$ cat config.mk
export PLATFORM = sky130hd
export DESIGN_NAME = clockwise_mig_sel
export DESIGN_NICKNAME = d
export VERILOG_FILES = /design/src/rtl/cms_pkg.sv /design/src/rtl/cms_timer.sv /design/src/rtl/cms_act_store.sv /design/src/rtl/cms_pick.sv /design/src/rtl/clockwise_mig_sel.sv
export SDC_FILE = /design/constraint.sdc
export NUM_CORES = 2
export LEC_CHECK = 0
export ABC_AREA = 1
export ABC_CLOCK_PERIOD_IN_PS = 64099
export BUFFER_PORTS_ARGS = -buffer_cell sky130_fd_sc_hd__buf_4
export CORE_MARGIN = 8
export CORE_UTILIZATION = 36
export CTS_CLUSTER_SIZE = 30
export DETAILED_ROUTE_END_ITERATION = 10
export PLACE_DENSITY = 0.52
export SKIP_CTS_REPAIR_TIMING = 1
export SLEW_MARGIN = 10
export SYNTH_ARGS = -nofsm -noshare
export SYNTH_HDL_FRONTEND = slang
export SYNTH_SLANG_ARGS = --single-unit
$ cat constraint.sdc
create_clock -name clk -period 64.1 [get_ports clk]
set_input_delay 6.41 -clock clk [delete_from_list [all_inputs] [get_ports clk]]
set_output_delay 6.41 -clock clk [all_outputs]
set_load 0.05 [all_outputs]
$ cat src/rtl/cms_pkg.sv
package cms_pkg;

    localparam int LVL_T1 = 5;
    localparam int LVL_T2 = 10;
    localparam int LVL_T3 = 15;
    localparam int LVL_T4 = 20;

    typedef enum logic [1:0] {
        ST_IDLE,
        ST_LOAD,
        ST_PICK,
        ST_ISSUE
    } cms_state_e;

    // Map an activity count onto its five-step level
    function automatic logic [2:0] cms_level(input logic [15:0] a);
        logic [2:0] l;
        l = 3'd0;
        if (a >= 16'(LVL_T1)) l = 3'd1;
        if (a >= 16'(LVL_T2)) l = 3'd2;
        if (a >= 16'(LVL_T3)) l = 3'd3;
        if (a >= 16'(LVL_T4)) l = 3'd4;
        return l;
    endfunction

    function automatic logic cms_is_central(input int idx, input int mesh);
        int b, r, c;
        b = mesh / 4;
        r = idx / mesh;
        c = idx % mesh;
        return (r >= b) && (r < mesh - b) && (c >= b) && (c < mesh - b);
    endfunction

    // Pinwheel split of the ring, numbered clockwise from the top
    function automatic logic [1:0] cms_region(input int idx, input int mesh);
        int b, r, c;
        b = mesh / 4;
        r = idx / mesh;
        c = idx % mesh;
        if (r < b && c < mesh - b)       return 2'd0;
        else if (c >= mesh - b && r < mesh - b) return 2'd1;
        else if (r >= mesh - b && c >= b) return 2'd2;
        else                             return 2'd3;
    endfunction

endpackage

$ cat src/rtl/cms_timer.sv
module cms_timer #(
    parameter int INTERVAL = 100000
) (
    input  logic clk,
    input  logic rst_n,
    output logic tick
);
    localparam int CW = (INTERVAL > 1) ? $clog2(INTERVAL) : 1;

    logic [CW-1:0] cnt;

    always_ff @(posedge clk) begin
        if (!rst_n)
            cnt <= '0;
        else if (cnt == CW'(INTERVAL - 1))
            cnt <= '0;
        else
            cnt <= cnt + 1'b1;
    end

    assign tick = (cnt == CW'(INTERVAL - 1));

    generate
        if (INTERVAL > 1) begin : g_gap
            AST_TICK_SINGLE: assert property (@(posedge clk) disable iff (!rst_n)
                tick |=> !tick);
        end
    endgenerate

endmodule

$ cat src/rtl/cms_act_store.sv
module cms_act_store #(
    parameter int NCORE = 64,
    parameter int AW    = 8,
    parameter int IDXW  = 6
) (
    input  logic                      clk,
    input  logic                      rst_n,
    input  logic                      wr_en,
    input  logic [IDXW-1:0]           wr_idx,
    input  logic [AW-1:0]             wr_val,
    input  logic                      load,
    output logic [NCORE-1:0][AW-1:0]  work
);
    logic [NCORE-1:0][AW-1:0] pend;

    always_ff @(posedge clk) begin
        if (!rst_n)
            pend <= '0;
        else if (wr_en)
            pend[wr_idx] <= wr_val;
    end

    always_ff @(posedge clk) begin
        if (!rst_n)
            work <= '0;
        else if (load)
            work <= pend;
    end

    AST_WORK_FROZEN: assert property (@(posedge clk) disable iff (!rst_n)
        !load |=> $stable(work));

endmodule

$ cat src/rtl/cms_pick.sv
module cms_pick
    import cms_pkg::*;
#(
    parameter int MESH  = 8,
    parameter int NCORE = 64,
    parameter int AW    = 8,
    parameter int IDXW  = 6
) (
    input  logic                      clk,
    input  logic                      rst_n,
    input  logic [NCORE-1:0][AW-1:0]  work,
    input  logic [NCORE-1:0]          used,
    input  logic [1:0]                region_sel,
    output logic [IDXW-1:0]           hot_idx,
    output logic                      hot_found,
    output logic [IDXW-1:0]           cold_idx,
    output logic                      cold_found
);
    logic [AW-1:0] hot_val;
    logic [AW-1:0] cold_val;

    // Hottest free central core, lowest index on ties
    always_comb begin
        hot_idx   = '0;
        hot_found = 1'b0;
        hot_val   = '0;
        for (int i = 0; i < NCORE; i++) begin
            if (cms_is_central(i, MESH) && !used[i]
                && (!hot_found || work[i] > hot_val)) begin
                hot_idx   = IDXW'(i);
                hot_found = 1'b1;
                hot_val   = work[i];
            end
        end
    end

    // Coldest free core of the selected ring region, lowest index on ties
    always_comb begin
        cold_idx   = '0;
        cold_found = 1'b0;
        cold_val   = '0;
        for (int i = 0; i < NCORE; i++) begin
            if (!cms_is_central(i, MESH) && (cms_region(i, MESH) == region_sel)
                && !used[i] && (!cold_found || work[i] < cold_val)) begin
                cold_idx   = IDXW'(i);
                cold_found = 1'b1;
                cold_val   = work[i];
            end
        end
    end

    AST_COLD_IN_REGION: assert property (@(posedge clk) disable iff (!rst_n)
        cold_found |-> (cms_region(int'(cold_idx), MESH) == region_sel)
                       && !cms_is_central(int'(cold_idx), MESH));

    AST_HOT_FREE: assert property (@(posedge clk) disable iff (!rst_n)
        hot_found |-> !used[hot_idx]);

endmodule

$ cat src/rtl/clockwise_mig_sel.sv
module clockwise_mig_sel
    import cms_pkg::*;
#(
    parameter  int MESH     = 8,
    parameter  int AW       = 8,
    parameter  int INTERVAL = 100000,
    localparam int NCORE    = MESH * MESH,
    localparam int IDXW     = $clog2(NCORE)
) (
    input  logic            clk,
    input  logic            rst_n,
    input  logic            act_wr_en,
    input  logic [IDXW-1:0] act_wr_core,
    input  logic [AW-1:0]   act_wr_value,
    output logic            interval_end,
    output logic            cmd_valid,
    input  logic            cmd_ready,
    output logic [IDXW-1:0] cmd_src,
    output logic [IDXW-1:0] cmd_dst,
    output logic            overrun
);
    localparam int BAND  = MESH / 4;
    localparam int NCENT = (MESH - 2 * BAND) * (MESH - 2 * BAND);
    localparam int SW    = $clog2(NCENT);

    cms_state_e state_q, state_d;

    logic [NCORE-1:0][AW-1:0] work;
    logic [NCORE-1:0]         used;
    logic [SW-1:0]            step;
    logic [IDXW-1:0]          hot_idx, cold_idx;
    logic                     hot_found, cold_found;
    logic                     hotter, last, load;

    cms_timer #(.INTERVAL(INTERVAL)) u_timer (
        .clk   (clk),
        .rst_n (rst_n),
        .tick  (interval_end)
    );

    assign load = (state_q == ST_IDLE) && interval_end;

    cms_act_store #(.NCORE(NCORE), .AW(AW), .IDXW(IDXW)) u_store (
        .clk    (clk),
        .rst_n  (rst_n),
        .wr_en  (act_wr_en),
        .wr_idx (act_wr_core),
        .wr_val (act_wr_value),
        .load   (load),
        .work   (work)
    );

    cms_pick #(.MESH(MESH), .NCORE(NCORE), .AW(AW), .IDXW(IDXW)) u_pick (
        .clk        (clk),
        .rst_n      (rst_n),
        .work       (work),
        .used       (used),
        .region_sel (step[1:0]),
        .hot_idx    (hot_idx),
        .hot_found  (hot_found),
        .cold_idx   (cold_idx),
        .cold_found (cold_found)
    );

    assign hotter = hot_found && cold_found
                    && (cms_level(16'(work[hot_idx])) > cms_level(16'(work[cold_idx])));
    assign last   = (step == SW'(NCENT - 1));

    // State register
    always_ff @(posedge clk) begin
        if (!rst_n)
            state_q <= ST_IDLE;
        else
            state_q <= state_d;
    end

    // Next-state logic
    always_comb begin
        state_d = state_q;
        unique case (state_q)
            ST_IDLE:  if (interval_end) state_d = ST_LOAD;
            ST_LOAD:  state_d = ST_PICK;
            ST_PICK: begin
                if (hotter)    state_d = ST_ISSUE;
                else if (last) state_d = ST_IDLE;
                else           state_d = ST_PICK;
            end
            ST_ISSUE: begin
                if (cmd_ready) state_d = last ? ST_IDLE : ST_PICK;
            end
            default:  state_d = ST_IDLE;
        endcase
    end

    // Outputs and selection bookkeeping
    always_ff @(posedge clk) begin
        if (!rst_n) begin
            cmd_valid <= 1'b0;
            cmd_src   <= '0;
            cmd_dst   <= '0;
            used      <= '0;
            step      <= '0;
            overrun   <= 1'b0;
        end else begin
            overrun <= interval_end && (state_q != ST_IDLE);
            unique case (state_q)
                ST_IDLE: ;
                ST_LOAD: begin
                    used <= '0;
                    step <= '0;
                end
                ST_PICK: begin
                    used[hot_idx] <= 1'b1;
                    if (hotter) begin
                        cmd_valid      <= 1'b1;
                        cmd_src        <= hot_idx;
                        cmd_dst        <= cold_idx;
                        used[cold_idx] <= 1'b1;
                    end else if (!last) begin
                        step <= step + 1'b1;
                    end
                end
                ST_ISSUE: begin
                    if (cmd_ready) begin
                        cmd_valid <= 1'b0;
                        if (!last) step <= step + 1'b1;
                    end
                end
                default: ;
            endcase
        end
    end

    AST_CMD_HOLD: assert property (@(posedge clk) disable iff (!rst_n)
        (cmd_valid && !cmd_ready) |=> cmd_valid && $stable(cmd_src) && $stable(cmd_dst));

    AST_CMD_HOTTER: assert property (@(posedge clk) disable iff (!rst_n)
        cmd_valid |-> (cms_level(16'(work[cmd_src])) > cms_level(16'(work[cmd_dst]))));

    AST_CMD_PLACEMENT: assert property (@(posedge clk) disable iff (!rst_n)
        cmd_valid |-> cms_is_central(int'(cmd_src), MESH)
                      && !cms_is_central(int'(cmd_dst), MESH));

    AST_OVERRUN_NO_LOAD: assert property (@(posedge clk) disable iff (!rst_n)
        overrun |-> (state_q != ST_LOAD));

    AST_VALID_IN_ISSUE: assert property (@(posedge clk) disable iff (!rst_n)
        cmd_valid |-> (state_q == ST_ISSUE));

endmodule

After elaboration in Yosys (flattened, before gate mapping)

Cells that the tools add are included.

$add $sub $neg: 2
Multipliers: 0
Divide/modulo/power cells: 0
Magnitude comparators: 77
Equal/unequal tests: 12
Shift operators: 0
Muxes and demuxes: 222
Bitwise operators: 3
Reductions and logical operators: 314

Operators with widths:

| kind                    | count |
|---|---|
| $mux W8                 | 65 |
| $bwmux W512             | 1 |
| $lt A8 B8 Y1            | 47 |
| $mux W6                 | 61 |
| $or A64 B64 Y64         | 2 |
| $pmux W64 S2            | 1 |
| $logic_not A1 Y1        | 124 |
| $gt A8 B8 Y1            | 15 |
| $logic_and A1 B1 Y1     | 117 |
| $bmux W8 S6             | 2 |
| $mux W1                 | 71 |
| $mux W64                | 1 |
| $logic_or A1 B1 Y1      | 62 |
| $demux W8 S6            | 1 |
| $ge A8 B4 Y1 const B    | 4 |
| $lt A6 B7 Y1 const B    | 3 |
| $ge A6 B1 Y1 const B    | 3 |
| $mux W3                 | 6 |
| $add A17 B1 Y17 const B | 1 |
| $eq A17 B17 Y1 const B  | 1 |
| $ge A8 B3 Y1 const B    | 2 |
| $ge A8 B5 Y1 const B    | 2 |
| $demux W1 S6            | 2 |
| $mux W4                 | 3 |
| other kinds (20)        | 33 |

Flip-flop bits (word level): 1125
Latch bits: 0
Bits in writable memories: 0
Memory bits (read-only): 0
Bits of input ports: 18
Output and inout port bits: 15
Word-level logic and storage cells: 766
Memories: 0

Logic depth before layout (Yosys ltp)

Word-level depth: 202
Depth in mapped cells: 605
Gate-level depth less buffers: 552

By module

Synthesis repeated with hierarchy kept, for this count alone.

Cell total of the unflattened synthesis: 11413
Area total of the unflattened synthesis: 70822.9 um^2

By module, submodules not included:

| module            | times used | cells an instance | area each (um^2) | sequential area each (um^2) |
|---|---|---|---|---|
| cms_act_store     | 1          | 5048              | 37548.5          | 20499.7 |
| cms_pick          | 1          | 3295              | 18370.1          | 0.0 |
| clockwise_mig_sel | 1          | 2941              | 14033.5          | 1681.6 |
| cms_timer         | 1          | 129               | 870.8            | 340.3 |

Worst setup path after synthesis

Ideal clock, no wire load.

Kind: reg2reg
From: register step[0]
To: register step[3]
Setup time: 0.125 ns
Arrival time: 62.550 ns
Data required time: 63.975 ns
Setup slack: 1.425 ns
Cell stages (with the launch flop): 494
Period minus slack after synthesis: 62.675 ns
Cells stage by stage: dfxtp_1 > inv_1 > ha_1 > inv_2 > nor2_2 > nand2_1 > ha_1 > clkinv_2 > o31a_2 > nand2_1 > nand2_2 > nand2_1 > buf_4 > nand2_1 > o21ai_0 > ha_1 > a21oi_1 > nor2_1 > [458 not listed] > nand3_1 > inv_1 > nand2_1 > ha_1 > nand2_1 > nor2_1 > a211oi_1 > a311oi_1 > nand2_1 > nor2_1 > clkinv_1 > nand2_1 > nor2_1 > inv_1 > nor2_1 > nand3_1 > nand2_1 > nor3b_1

Word-level cells in the longest chain between the ends: 202

Ends and longest elaborated chain:

| element                                          | line                     | source |
|---|---|---|
| from (decl)                                      | clockwise_mig_sel.sv:30  | `logic [SW-1:0] step;` |
| from (signal assigned)                           | clockwise_mig_sel.sv:120 | `step <= step + 1'b1;` |
| from (signal assigned)                           | clockwise_mig_sel.sv:126 | `if (!last) step <= step + 1'b1;` |
| $logic_not A2 Y1                                 | cms_pick.sv:43           | `if (!cms_is_central(i, MESH) && (cms_region(i, MESH) == region_sel)` |
| $logic_and A1 B1 Y1                              | cms_pick.sv:44           | `&& !used[i] && (!cold_found \|\| work[i] < cold_val)) begin` |
| $mux W8 or $mux W1 (tied branches)               | cms_pick.sv:43           |  |
| $lt A8 B8 Y1 or $logic_not A1 Y1 (tied branches) | cms_pick.sv:44           |  |
| $logic_or A1 B1 Y1                               | cms_pick.sv:44           |  |
| $logic_and A1 B1 Y1                              | cms_pick.sv:44           |  |
| $mux W8 or $mux W1 (tied branches)               | cms_pick.sv:43           |  |
| $lt A8 B8 Y1 or $logic_not A1 Y1 (tied branches) | cms_pick.sv:44           |  |
| [186 not listed]                                 | -                        |  |
| $mux W1                                          | cms_pkg.sv:19            | `if (a >= 16'(LVL_T1)) l = 3'd1;` |
| $mux W3                                          | cms_pkg.sv:20            | `if (a >= 16'(LVL_T2)) l = 3'd2;` |
| $mux W3                                          | cms_pkg.sv:21            | `if (a >= 16'(LVL_T3)) l = 3'd3;` |
| $mux W3                                          | cms_pkg.sv:22            | `if (a >= 16'(LVL_T4)) l = 3'd4;` |
| $gt A3 B3 Y1                                     | clockwise_mig_sel.sv:66  | `&& (cms_level(16'(work[hot_idx])) > cms_level(16'(work[cold_idx])));` |
| $logic_and A1 B1 Y1                              | clockwise_mig_sel.sv:66  |  |
| $ne A2 B2 Y1 (no source line)                    | -                        |  |
| $reduce_and A3 Y1 (no source line)               | -                        |  |

Parallel ways exist; a longest one is shown, timed or not. The select of a mux whose other input is x is not followed.
A chain may end at the register's enable or synchronous reset.

Worst setup path in the final report

From: register step[0]
To: register used[0]

Word-level cells in the longest chain between the ends: 202

Ends and longest elaborated chain:

| element                                          | line                     | source |
|---|---|---|
| $logic_not A2 Y1                                 | cms_pick.sv:43           |  |
| $logic_and A1 B1 Y1                              | cms_pick.sv:44           |  |
| $mux W8 or $mux W1 (tied branches)               | cms_pick.sv:43           |  |
| $lt A8 B8 Y1 or $logic_not A1 Y1 (tied branches) | cms_pick.sv:44           |  |
| $logic_or A1 B1 Y1                               | cms_pick.sv:44           |  |
| $logic_and A1 B1 Y1                              | cms_pick.sv:44           |  |
| $mux W8 or $mux W1 (tied branches)               | cms_pick.sv:43           |  |
| $lt A8 B8 Y1 or $logic_not A1 Y1 (tied branches) | cms_pick.sv:44           |  |
| [186 not listed]                                 | -                        |  |
| $mux W1                                          | cms_pkg.sv:19            |  |
| $mux W3                                          | cms_pkg.sv:20            |  |
| $mux W3                                          | cms_pkg.sv:21            |  |
| $mux W3                                          | cms_pkg.sv:22            |  |
| $gt A3 B3 Y1                                     | clockwise_mig_sel.sv:66  |  |
| $logic_and A1 B1 Y1                              | clockwise_mig_sel.sv:66  |  |
| $mux W64 (*)                                     | clockwise_mig_sel.sv:114 | `if (hotter) begin` |
| $pmux W64 S2 (*)                                 | clockwise_mig_sel.sv:106 | `unique case (state_q)` |
| to (signal assigned)                             | clockwise_mig_sel.sv:109 | `used <= '0;` |
| to (signal, indexed assignment)                  | clockwise_mig_sel.sv:113 | `used[hot_idx] <= 1'b1;` |
| to (signal, indexed assignment)                  | clockwise_mig_sel.sv:118 | `used[cold_idx] <= 1'b1;` |
| to (decl)                                        | clockwise_mig_sel.sv:29  | `logic [NCORE-1:0] used;` |

Mark *: on every way between the ends. The rest lies on a longest branch, timed or not. The select of a mux whose other input is x is not followed.

==> results.tsv <==
stage	metric	value	unit
floorplan	dieHeight	449	um
drt	ant_nets	0	
sta	hold_violations	0	
synthesis	synth-seq-cells	1125	
floorplan	dieArea	0.202	sq mm
drt	vias	68100	
synthesis	synthCells	10100	
critical_path	r2r_end	used[0]	
critical_path	crit_slowest_cell	ha_1	
cts	cts_inserted_buffers	139	
sta	layout_setup_ws	4.51	ns
drt	drt_pass1_iterations	6	
synthesis	synth_cell_types	73	
drt	top_layer	met4	
flow_run	drv_cap	0	
critical_path	critPathCaptureType	register	
place	gp_congestion	0.956	
place	place_ws	-2.16	ns
worst_hold_path	hold_class	register to register	
cts	cts_root_buffer	clkbuf_16	
critical_path	worstSetupStartpointType	register	
drt	drt-initial-drc-count	5518	
global_routing	grt-ovfl-total	0	
global_routing	grt_pass1_vias	63000	
synthesis	synthFlopType	dfxtp_1	
sta	timing.final.crit_share	93.0	%
global_routing	grt_antenna_before_repair	4	
cells_and_area	final_cells	12800	
critical_path	slowest_delay	0.36	ns
cells_and_area	drive_above_1_share	14.3	%
critical_path	crit_top_cell	nand2_1	
critical_path	cp_data_required_time	64.81	ns
worst_hold_path	min_to	used[55]	
critical_path	critPathArrivalTime	60.30	ns
critical_path	worstRegToRegCells	483	
synthesis	syn-cell-area	0.0675	sq mm
worst_hold_path	worstHoldStart	used[55]	
synthesis	yosysWarnings	0	
cells_and_area	areaGrowthSynthToFinish	15.2	%
worst_hold_path	min_path_cells	2	
run_status	status	finished, final reports clean	
floorplan	initial_utilization	36.1	%
sta	final_max_slew_viol_count	0	
floorplan	core_area	0.187	sq mm
drt	vias_per_cell	5.32	
cts	cts_max_level	4	
synthesis	ys_seq_area_share	33.4	%
cells_and_area	fillCellCount	19800	
global_routing	grt_use_total	25.3	%
cts	cts.sinks	1125	
floorplan	ios	33	
cts	clkSlewWorstSetupHoldPaths	0.06	ns
sta	period_minus_slack	59.59	ns
drt	routedWlPerCell	21.4	um
place	place_inst	12500	
sta	slew_headroom	22.1	%
drt	m1WireLength	122000	um
drt	wl_met2	125000	um
global_routing	grt_pass1_wl	398000	um
place	hpwl	193000	um
sta	fmaxAchievable	16.8	MHz
cells_and_area	nNetsFinal	10600	
critical_path	crit_start	step[0]	
floorplan	row_count	159	
drt	drt-total-wl	275000	um
critical_path	r2r_start	step[0]	
synthesis	synth_edf_count	0	
synthesis	synth_area_leaders	dfxtp_1 33%, o21ai_0 11%, nand2_1 11%	
critical_path	critPathKind	register to register	
cts	clock_path_buffers	3	
cts	cts_tree	done	
synthesis	syn_avg_cell_area	6.70	sq um
sta	final.setup_skew	0.0270	ns
synthesis	synth_top_area_share	33.4	%
cells_and_area	final_util	41.6	%
sta	worstMarginPinSlew	1.17	ns
drt	wl_met3	14700	um
place	io_buffers	32	
synthesis	synth-async-reset-ratio	0	%
drt	post-route-drc-count	0	
cts	insertion_delay	0.81	ns
critical_path	path_max_fanout	18	
global_routing	grt_max_degree	223	
synthesis	synth_top_area_cell	dfxtp_1	
critical_path	reg2reg_slack	4.51	ns
sta	setup_viol	0	
floorplan	chipWidth	449	um
synthesis	syn_nets	10500	
==> how the worst max path moves through the flow <==
| stage | end | cells past startpoint |
|---|---|---|
| 6_report | used[0] | 483 |
| 3_5_place_dp | used[56] | 444 |
| 2_1_floorplan | step[3] | 493 |
| 4_1_cts | used[56] | 442 |
| 5_1_grt | used[0] | 513 |
| 3_3_place_gp | used[48] | 450 |
==> layout make-up <==
class                           instances  area, sq um  share of cell area (%)
Clock buffer                          198         4130                    5.32
Inverter                              978         3720                    4.79
Multi-Input combinational cell       7488        39300                    50.6
Clock inverter                         45          543                   0.699
Antenna cell                            5         12.5                  0.0161
Timing Repair Buffer                  479         4340                    5.59
Sequential cell                      1125        22500                    29.0
Tap cell                             2495         3120                    4.02
==> registers in the layout, indices dropped and copies added, names as in the netlist <==
name          cells
cmd_dst           6
cmd_src           6
cmd_valid         1
overrun           1
state_q           2
step              4
u_store.pend    512
u_store.work    512
u_timer.cnt      17
used             64
==> worst max-delay path, delay by kind of cell, from the launching register on <==
| kind | cells | cell delay (ns) |
|---|---|---|
| AND/OR/NAND/NOR | 266 | 22.37 |
| flip-flops | 1 | 0.32 |
| AO/OA/AOI/OAI | 123 | 17.19 |
| buffers and inverters | 45 | 5.01 |
| adder cells (fa/ha/maj) | 49 | 14.41 |
==> cells in the mapped netlist (all sizes together), types with 4 or more instances <==
cell,instances
o211ai,11
xor2,5
o21bai,45
a211oi,59
dfxtp,1125
a21oi,733
nand3,516
o311ai,4
o22ai,39
buf,134
nor4,9
o21a,12
a2bb2oi,13
inv,969
nor2,1576
bufbuf,5
o221ai,23
nor3b,5
clkbuf,349
o31ai,7
nor3,35
a31oi,6
clkinv,7
o21ai,1647
o41ai,6
nand4,33
a221oi,10
nand2,2280
ha,381
==> routing by layer <==
| layer | track usage (%) | up-vias |
|---|---|---|
| li1 | - | 33300 |
| met1 | 33.5 | 32400 |
| met2 | 41.6 | 1959 |
| met3 | 3.33 | 502 |
| met4 | 10.5 | 0 |
| met5 | 0 | - |
==> through the flow <==
step / hold slack [ns] / setup TNS (ns) / instance area (sq um)
final: 0.454 / 0 / 77700
after global routing: 0.475 / -15.53 / 77700
after CTS: 0.453 / -154.55 / 75200
after detailed placement: 0.441 / -126.66 / 70600
after global placement: 0.431 / -0.108 / 70500
after floorplan: 0.418 / 0 / 67500
==> cell usage in the layout, fill, tap and decap left out, types with 151 or more instances in the layout <==
master,netlist,layout
dfxtp_1,1125,1125
ha_1,381,372
inv_1,919,912
buf_4,37,407
nand3_1,474,473
a21oi_1,733,720
clkbuf_16,0,151
nand2_2,305,336
nor2_1,1559,1544
o21ai_1,100,195
o21ai_0,1513,1328
nand2_1,1910,1864
==> kinds of logic (layout without fill, tap and decap cells) <==
group | Yosys count | after routing | synth area share, %
fa+ha+maj | 381 | 381 | 7.06
other cells | 0 | 5 | 0
flops | 1125 | 1125 | 33.4
compound gates | 2626 | 2626 | 20.7
buf+inv | 1470 | 1700 | 10.4
xor+xnor | 6 | 6 | 0.0779
simple gates | 4464 | 4475 | 28.4
Power is left out: the tool's default activity adds up to more than one toggle a clock period on the data nets, which glitch-free logic cannot reach.
